--- src/rtl/teaPkg.sv ---
package teaPkg;
  localparam int NUM_ERR_CLASSES = 5;
  localparam int IDX_DIRECT = 0;
  localparam int IDX_EXTCTL = 1;
  localparam int IDX_INTACK = 2;
  localparam int IDX_ROMWR  = 3;
  localparam int IDX_ABORT  = 4;

  localparam logic [1:0] KIND_DIRECT = 2'b01;
  localparam logic [1:0] KIND_EXTCTL = 2'b10;
  localparam logic [1:0] SPACE_IACK_A = 2'b01;
  localparam logic [1:0] SPACE_IACK_B = 2'b10;
  localparam logic [1:0] SPACE_ROM    = 2'b11;

  typedef enum logic {ST_IDLE, ST_BUSY} ctlStateT;

  typedef struct packed {
    logic loadTenure;
    logic issueBeat;
    logic endTenure;
    logic watchAbort;
  } ctlStrobeT;
endpackage

--- src/rtl/teaDatapath.sv ---
module teaDatapath
  import teaPkg::*;
#(
  parameter int BURST_BEATS = 4
) (
  input  logic                       clk,
  input  logic                       rst,
  input  ctlStrobeT                  strobe,
  input  logic [1:0]                 xferKind,
  input  logic                       isWrite,
  input  logic [1:0]                 addrSpace,
  input  logic                       flashWrEn,
  input  logic                       abortFlag,
  input  logic                       burstXfer,
  input  logic [NUM_ERR_CLASSES-1:0] reportMask,
  input  logic                       errAckEn,
  output logic                       errPending,
  output logic                       lastBeat
);
  localparam int CNT_W = $clog2(BURST_BEATS + 1);

  logic [NUM_ERR_CLASSES-1:0] classVec;
  logic [CNT_W-1:0] beatsLeft;
  logic startErr;
  logic abortHit;

  always_comb begin
    classVec = '0;
    classVec[IDX_DIRECT] = (xferKind == KIND_DIRECT);
    classVec[IDX_EXTCTL] = (xferKind == KIND_EXTCTL);
    classVec[IDX_INTACK] = isWrite && ((addrSpace == SPACE_IACK_A) || (addrSpace == SPACE_IACK_B));
    classVec[IDX_ROMWR]  = isWrite && (addrSpace == SPACE_ROM) && !flashWrEn;
    classVec[IDX_ABORT]  = 1'b0;
  end

  assign startErr = errAckEn && (|(classVec & reportMask));
  assign abortHit = errAckEn && abortFlag && reportMask[IDX_ABORT];
  assign lastBeat = (beatsLeft == CNT_W'(1));

  always_ff @(posedge clk) begin
    if (rst) begin
      beatsLeft  <= '0;
      errPending <= 1'b0;
    end else if (strobe.loadTenure) begin
      beatsLeft  <= burstXfer ? CNT_W'(BURST_BEATS) : CNT_W'(1);
      errPending <= startErr || abortHit;
    end else begin
      if (strobe.issueBeat && (beatsLeft != '0))
        beatsLeft <= beatsLeft - CNT_W'(1);
      if (strobe.endTenure)
        errPending <= 1'b0;
      else if (strobe.watchAbort && abortHit)
        errPending <= 1'b1;
    end
  end

  AST_BEAT_AVAILABLE: assert property (@(posedge clk) disable iff (rst)
    strobe.issueBeat |-> (beatsLeft != '0));
  AST_LOAD_COUNT: assert property (@(posedge clk) disable iff (rst)
    strobe.loadTenure |=> ((beatsLeft == CNT_W'(1)) || (beatsLeft == CNT_W'(BURST_BEATS))));
  AST_DISABLED_NO_PEND: assert property (@(posedge clk) disable iff (rst)
    (strobe.loadTenure && !errAckEn) |=> !errPending);
endmodule

--- src/rtl/teaControl.sv ---
module teaControl
  import teaPkg::*;
(
  input  logic      clk,
  input  logic      rst,
  input  logic      dataBusy,
  input  logic      tenureStart,
  input  logic      errPending,
  input  logic      lastBeat,
  output ctlStrobeT strobe,
  output logic      errAck,
  output logic      xferAck,
  output logic      tenureDone
);
  ctlStateT state;
  logic inBusy;
  logic errFire;
  logic beatFire;

  assign inBusy   = (state == ST_BUSY);
  assign errFire  = inBusy && dataBusy && errPending;
  assign beatFire = inBusy && dataBusy && !errPending;

  always_comb begin
    strobe.loadTenure = (state == ST_IDLE) && tenureStart && dataBusy;
    strobe.issueBeat  = beatFire;
    strobe.endTenure  = errFire || (beatFire && lastBeat);
    strobe.watchAbort = inBusy;
  end

  assign errAck     = errFire;
  assign xferAck    = beatFire;
  assign tenureDone = strobe.endTenure;

  always_ff @(posedge clk) begin
    if (rst)
      state <= ST_IDLE;
    else if (strobe.loadTenure)
      state <= ST_BUSY;
    else if (strobe.endTenure)
      state <= ST_IDLE;
  end

  AST_RESET_QUIET: assert property (@(posedge clk)
    rst |=> (!errAck && !xferAck));
  AST_ACK_NEEDS_BUSY: assert property (@(posedge clk) disable iff (rst)
    (errAck || xferAck) |-> dataBusy);
  AST_ACK_EXCLUSIVE: assert property (@(posedge clk) disable iff (rst)
    $countones({errAck, xferAck}) <= 1);
  AST_ERR_TERMINATES: assert property (@(posedge clk) disable iff (rst)
    errAck |=> (!errAck && !xferAck));
  AST_ERR_MARKS_DONE: assert property (@(posedge clk) disable iff (rst)
    errAck |-> tenureDone);
endmodule

--- src/rtl/teaGen.sv ---
module teaGen
  import teaPkg::*;
#(
  parameter int BURST_BEATS = 4
) (
  input  logic       clk,
  input  logic       rst,
  input  logic       dataBusy,
  input  logic       tenureStart,
  input  logic [1:0] xferKind,
  input  logic       isWrite,
  input  logic [1:0] addrSpace,
  input  logic       flashWrEn,
  input  logic       abortFlag,
  input  logic       burstXfer,
  input  logic [4:0] reportMask,
  input  logic       errAckEn,
  output logic       errAck,
  output logic       xferAck,
  output logic       tenureDone
);
  ctlStrobeT strobe;
  logic errPending;
  logic lastBeat;

  teaControl uCtl (
    .clk        (clk),
    .rst        (rst),
    .dataBusy   (dataBusy),
    .tenureStart(tenureStart),
    .errPending (errPending),
    .lastBeat   (lastBeat),
    .strobe     (strobe),
    .errAck     (errAck),
    .xferAck    (xferAck),
    .tenureDone (tenureDone)
  );

  teaDatapath #(.BURST_BEATS(BURST_BEATS)) uDp (
    .clk       (clk),
    .rst       (rst),
    .strobe    (strobe),
    .xferKind  (xferKind),
    .isWrite   (isWrite),
    .addrSpace (addrSpace),
    .flashWrEn (flashWrEn),
    .abortFlag (abortFlag),
    .burstXfer (burstXfer),
    .reportMask(reportMask),
    .errAckEn  (errAckEn),
    .errPending(errPending),
    .lastBeat  (lastBeat)
  );
endmodule

--- config.mk ---
export PLATFORM = sky130hd
export DESIGN_NAME = teaGen
export DESIGN_NICKNAME = d
export VERILOG_FILES = /design/src/rtl/teaPkg.sv /design/src/rtl/teaDatapath.sv /design/src/rtl/teaControl.sv /design/src/rtl/teaGen.sv
export SDC_FILE = /design/constraint.sdc
export NUM_CORES = 1
export LEC_CHECK = 0
export BUFFER_PORTS_ARGS = -buffer_cell sky130_fd_sc_hd__clkbuf_2
export CAP_MARGIN = 25
export CORE_AREA = 2 2 39 41
export CTS_CLUSTER_DIAMETER = 40
export DETAILED_ROUTE_END_ITERATION = 6
export DIE_AREA = 0 0 41 43
export PLACE_DENSITY = 0.7
export RECOVER_POWER = 25
export SYNTH_ARGS = -nofsm -noshare
export SYNTH_HDL_FRONTEND = slang
export SYNTH_HIERARCHICAL = 1
export SYNTH_SLANG_ARGS = --single-unit
--- constraint.sdc ---
create_clock -name clk -period 1.5 [get_ports clk]
set_clock_uncertainty 0.15 [all_clocks]
set_input_delay 0.225 -clock clk [delete_from_list [all_inputs] [get_ports clk]]
set_output_delay 0.225 -clock clk [all_outputs]
set_load 0.01 [all_outputs]
# Word level (Yosys, flattened, before mapping)
# Cells that the tools add are included.
[classes]
n_addsub = 1
n_mul = 0
div = 0
magnitude_cmp = 0
eq_ne = 6
shift = 0
n_mux = 8
n_bitwise = 2
reduce_logical = 24
[ops]
columns = ["op", "n"]
rows = [
  ["1-bit logical AND", 14],
  ["3-bit two-way mux", 3],
  ["2-bit equality test, second input constant", 3],
  ["3-bit nonzero test", 2],
  ["4-bit by 5-bit AND with 5-bit output", 1],
  ["1-bit two-way mux", 5],
  ["5-bit OR reduction", 1],
  ["2-bit by 1-bit equality test with 1-bit output, second input constant", 2],
  ["2-bit nonzero test", 2],
  ["3-bit by 1-bit equality test with 1-bit output, second input constant", 1],
  ["1-bit logical OR", 3],
  ["3-bit by 1-bit subtractor with 3-bit output, second input constant", 1],
  ["1-bit zero test", 2],
  ["1-bit NOT", 1],
]
[totals]
ff_bits = 5
latch_bits = 0
ramBits = 0
mem_bits_ro = 0
input_bits = 18
output_inout_bits = 3
word_cells = 44
memories = 0

# Logic depth before layout (Yosys ltp)
[depth]
depth_word = 8
mapped_depth = 7
depth_no_buf = 6

# By module
# Netlist, hierarchy kept.
[modules_own_cells]
columns = ["module", "instances", "cells_each", "area_per_inst_um2", "seq_area_each_um2"]
rows = [
  ["teaDatapath", 1, 36, 310.3, 80.1],
  ["teaControl", 1, 12, 90.1, 20.0],
]

# Worst setup path before layout
# OpenSTA, ideal clock, no wires.
[synth_timing]
path_type = "reg2reg"
startpoint = "register uDp.beatsLeft[1]"
endpoint = "register uDp.errPending"
setup_time_ns = 0.127
t_arrival_ns = 1.318
required_time_ns = 1.223
path_slack_ns = -0.095
path_stages_with_launch = 8
n_path_buf = 1
period_less_slack_ns = 1.595
cell_sequence = "dfxtp_1 inv_1 ha_1 and2b_1 o211a_1 buf_4 a211oi_1 or3_1"
[synth_between]
elab_chain_len = 5
elab_cells_between_ends = 6
classes_between = "eq/ne: 1; mux: 2; reduce/logical: 3"
[synth_lines]
columns = ["element", "line", "source"]
rows = [
  ["start, declared", "teaDatapath.sv:23", "logic [CNT_W-1:0] beatsLeft;"],
  ["start signal, assigned", "teaDatapath.sv:45", "beatsLeft <= burstXfer ? CNT_W'(BURST_BEATS) : CNT_W'(1);"],
  ["start signal, assigned", "teaDatapath.sv:49", "beatsLeft <= beatsLeft - CNT_W'(1);"],
  ["3-bit by 1-bit equality test with 1-bit output *", "teaDatapath.sv:38", "assign lastBeat = (beatsLeft == CNT_W'(1));"],
  ["named net lastBeat", "teaGen.sv:24", "logic lastBeat;"],
  ["1-bit logical AND *", "teaControl.sv:27", "strobe.endTenure = errFire || (beatFire && lastBeat);"],
  ["1-bit logical OR *", "teaControl.sv:27", ""],
  ["named net tenureDone", "teaGen.sv:20", "output logic tenureDone"],
  ["1-bit two-way mux", "teaDatapath.sv:50", "if (strobe.endTenure)"],
  ["1-bit two-way mux", "teaDatapath.sv:44", "end else if (strobe.loadTenure) begin"],
  ["end signal, assigned", "teaDatapath.sv:46", "errPending <= startErr || abortHit;"],
  ["end, declared", "teaDatapath.sv:17", "output logic errPending,"],
]
# Mark *: on every way through the listed nets, which the timed path passes. The rest lies on a longest branch.
# A chain may end at the register's enable or synchronous reset.

# Worst setup path after layout
[layout_timing]
startpoint = "register uDp.beatsLeft[1]"
endpoint = "output tenureDone"
[layout_between]
elab_chain_len = 3
[layout_lines]
columns = ["element", "line"]
rows = [
  ["3-bit by 1-bit equality test with 1-bit output", "teaDatapath.sv:38"],
  ["named net lastBeat", "teaGen.sv:24"],
  ["1-bit logical AND", "teaControl.sv:27"],
  ["1-bit logical OR", "teaControl.sv:27"],
  ["end, declared", "teaGen.sv:20"],
]
# The timed path passes the listed nets, and every way through them passes these cells.

==> metrics.md <==
| Metric | Value |
|---|---|
| Top delay family on crit path | `flip-flops` |
| Worst r2r src | `uDp/beatsLeft[1]` |
| Yosys warnings | `6` |
| Final Max Slew Viols | `0` |
| Drt total wl | `902 um` |
| Worst endpoint data arrival time | `1.22 ns` |
| Crit Path Class | `reg -> out` |
| Post-CTS Hold Fix Bufs | `0` |
| Crit start category | `flip-flop` |
| Hold Crit Class | `in -> reg` |
| Critical path required time | `1.12 ns` |
| Worst Slack Setup Final | `-0.0992 ns` |
| Cell row count | `14` |
| Largest net degree at the start of global routing | `8` |
| Slew HR | `79.6%` |
| Clock transition at the registers of the reported paths | `0.04 ns` |
| Share of cells above drive strength 1 | `47.9%` |
| Avg WL per Cell | `10.1 um` |
| Number of global-route vias before repair | `386` |
| Number of distinct library cells after synthesis | `24` |
| Synth-to-layout area growth | `43.4%` |
| Least-Margin Pin Slew | `0.306 ns` |
| Mapped Nets | `70` |
| Die Wd | `41 um` |
| Post-synth top area share | `25.0%` |
| Worst hold start | `burstXfer` |
| CP peak stage delay | `0.32 ns` |
| Final worst-path cycle share | `107%` |
| Routed Antenna Nets | `0` |
| Clk buf depth | `2` |
| CP Capture Type | `output port` |
| Initial DRC count | `9` |
| Die area | `1760 um2` |
| Status | `finished with violations` |
| Cells after synthesis | `48` |
| Power Density | `698 nW/um2` |
| Starting Density | `28.9%` |
| Final min period | `1.60 ns` |
| Clock Latency Late Sink | `0.25 ns` |
| Overflow left after global routing | `0` |
| Wire length of the first global-routing pass | `1490 um` |
| Via Count | `439` |
| Setup TNS | `-0.0992 ns` |
| # port buffers | `20` |
| Crit Path Max Fanout | `2` |
| Slowest cell on crit path | `dfxtp_2` |
| Clock sinks | `5` |
| Post-DP HPWL | `755 um` |
| Total CTS buffers | `3` |
| DRC Markers | `0` |
| Post-synth top area cell | `dfxtp_1` |
| Leakage power | `0.291 nW` |
| H-tree depth | `1` |
| Maximum vdd drop | `0.000403 V` |
| Final core utilization | `41.5%` |
| Count of final setup violators | `1` |
| Peak Freq | `625 MHz` |
| Placer Congestion | `0.737` |
| Fin nets | `96` |
| Post-Syn Area | `400 um2` |
| CTS root buf | `clkbuf_4` |
| Height of the die | `43 um` |
| Mean area per synthesized cell | `8.34 um2` |
| Initial antenna violation count | `0` |
| Area contributors post-synth | `dfxtp_1 (25%), ha_1 (13%), nand3b_1 (7.5%)` |
| I/O pins | `21` |
| CP Launch Point | `uDp/beatsLeft[1]` |
| Seq/Total Area, Yosys | `25.0%` |
| DP Area | `527 um2` |
| Yosys reg bits | `5` |
| Drt first pass iters | `4` |
| Final hold vios | `0` |
| Diodes inserted | `0` |
| RSZ-0062 raised after global routing | `yes` |
| Bufs and invs on worst path | `2` |
| Fin area | `574 um2` |
| CTS tree | `yes` |
| Max_cap viols | `0` |
| Reg2reg setup slack | `0.01 ns` |
| Number of vias per cell | `4.93` |
| Core ar. | `1380 um2` |
| CP cell instances | `inv_2, ha_4, and2b_1, o211a_1, clkbuf_2` |
| Tot GR Track Use | `13.1%` |
| Violated checks | `negative setup slack` |
-- state kept, by name (all words and copies together) (netlist names) --
name            flops
uDp/errPending      1
uCtl/inBusy         1
uDp/beatsLeft       3
-- cell type report --
class,instances,area [um2]
Fill cell,143,810
Multi-Input combinational cell,36,280
Timing Repair Buffer,24,129
Sequential cell,5,104
Clock buffer,4,26.3
Tap cell,16,20.0
Inverter,4,15.0
-- power breakdown --
| part | internal [mW] | total (mW) | switching (mW) |
|---|---|---|---|
| logic | 0.0465 | 0.0889 | 0.0424 |
| clock network | 0.101 | 0.160 | 0.0593 |
| registers | 0.143 | 0.152 | 0.00854 |
-- cells in the final DEF, fill, tap and decap left out, drive strengths merged, types with 2 or more instances in the layout --
| cell type | synthesis | routed |
|---|---|---|
| ha | 4 | 4 |
| nor2 | 2 | 2 |
| buf | 3 | 4 |
| nand2 | 4 | 4 |
| a21oi | 4 | 4 |
| nand2b | 2 | 2 |
| nand3b | 4 | 4 |
| a211oi | 2 | 2 |
| clkbuf | 0 | 24 |
| inv | 4 | 4 |
| and3 | 3 | 3 |
| dfxtp | 5 | 5 |
-- stage by stage --
step           total power, mW  hold slack (ns)  setup slack (ns)  cells
2_1_floorplan            0.202            0.144           -0.0738     48
3_3_place_gp             0.238            0.331            0.0528     83
3_5_place_dp             0.240            0.346            0.0203     83
4_1_cts                  0.406           0.0769            -0.112     89
5_1_grt                  0.435           0.0692            -0.155     89
6_report                 0.401           0.0821           -0.0992     89
-- path summary, 6_finish.rpt --
path,end,depth (start not counted)
max reg2reg,uDp/errPending,7
min reg2reg,uDp/beatsLeft[1],2
max,tenureDone,5
min,uDp/beatsLeft[2],3
-- worst register-to-register path, delay by kind of cell (launching register included) --
kind / cells / cell delay (ns)
AOI/OAI and AO/OA: 2 / 0.18
adders and majority gates: 1 / 0.11
buffers and inverters: 2 / 0.18
DFF: 1 / 0.31
and+or+nand+nor: 2 / 0.44
-- cells by family after synthesis --
group	count (synthesis)	synth area share [%]
AOI/OAI and AO/OA	11	19.7
adders and majority gates	4	12.5
buffers and inverters	7	9.37
DFF	5	25.0
and+or+nand+nor	21	33.4
-- synthesized netlist by cell type, drive strengths merged --
| library cell | n |
|---|---|
| a21oi | 4 |
| nand2 | 4 |
| nor2 | 2 |
| o211a | 1 |
| nand2b | 2 |
| nor3 | 1 |
| nor4 | 1 |
| and3 | 3 |
| or3 | 1 |
| and4b | 1 |
| a31oi | 1 |
| nand3b | 4 |
| nand4 | 1 |
| dfxtp | 5 |
| o31a | 1 |
| ha | 4 |
| a2111oi | 1 |
| a211oi | 2 |
| inv | 4 |
| buf | 3 |
| and2b | 1 |
| a311oi | 1 |
-- metal layers --
layer	part of all wire [%]	track usage [%]
met1	36	12.9
met2	52	19.7
met3	9.0	9.42
met4	2.3	6.00
met5	0	0
-- what timing repair did --
item | 4_1_cts | 5_1_grt
hold endpoints to repair | 0 | 0
endpoints found under the setup margin | 1 | 4
pin swaps | 1 | 1
buffers inserted | 2 | 0
resized for setup | 1 | 2
(Power assumes the default switching activity.)
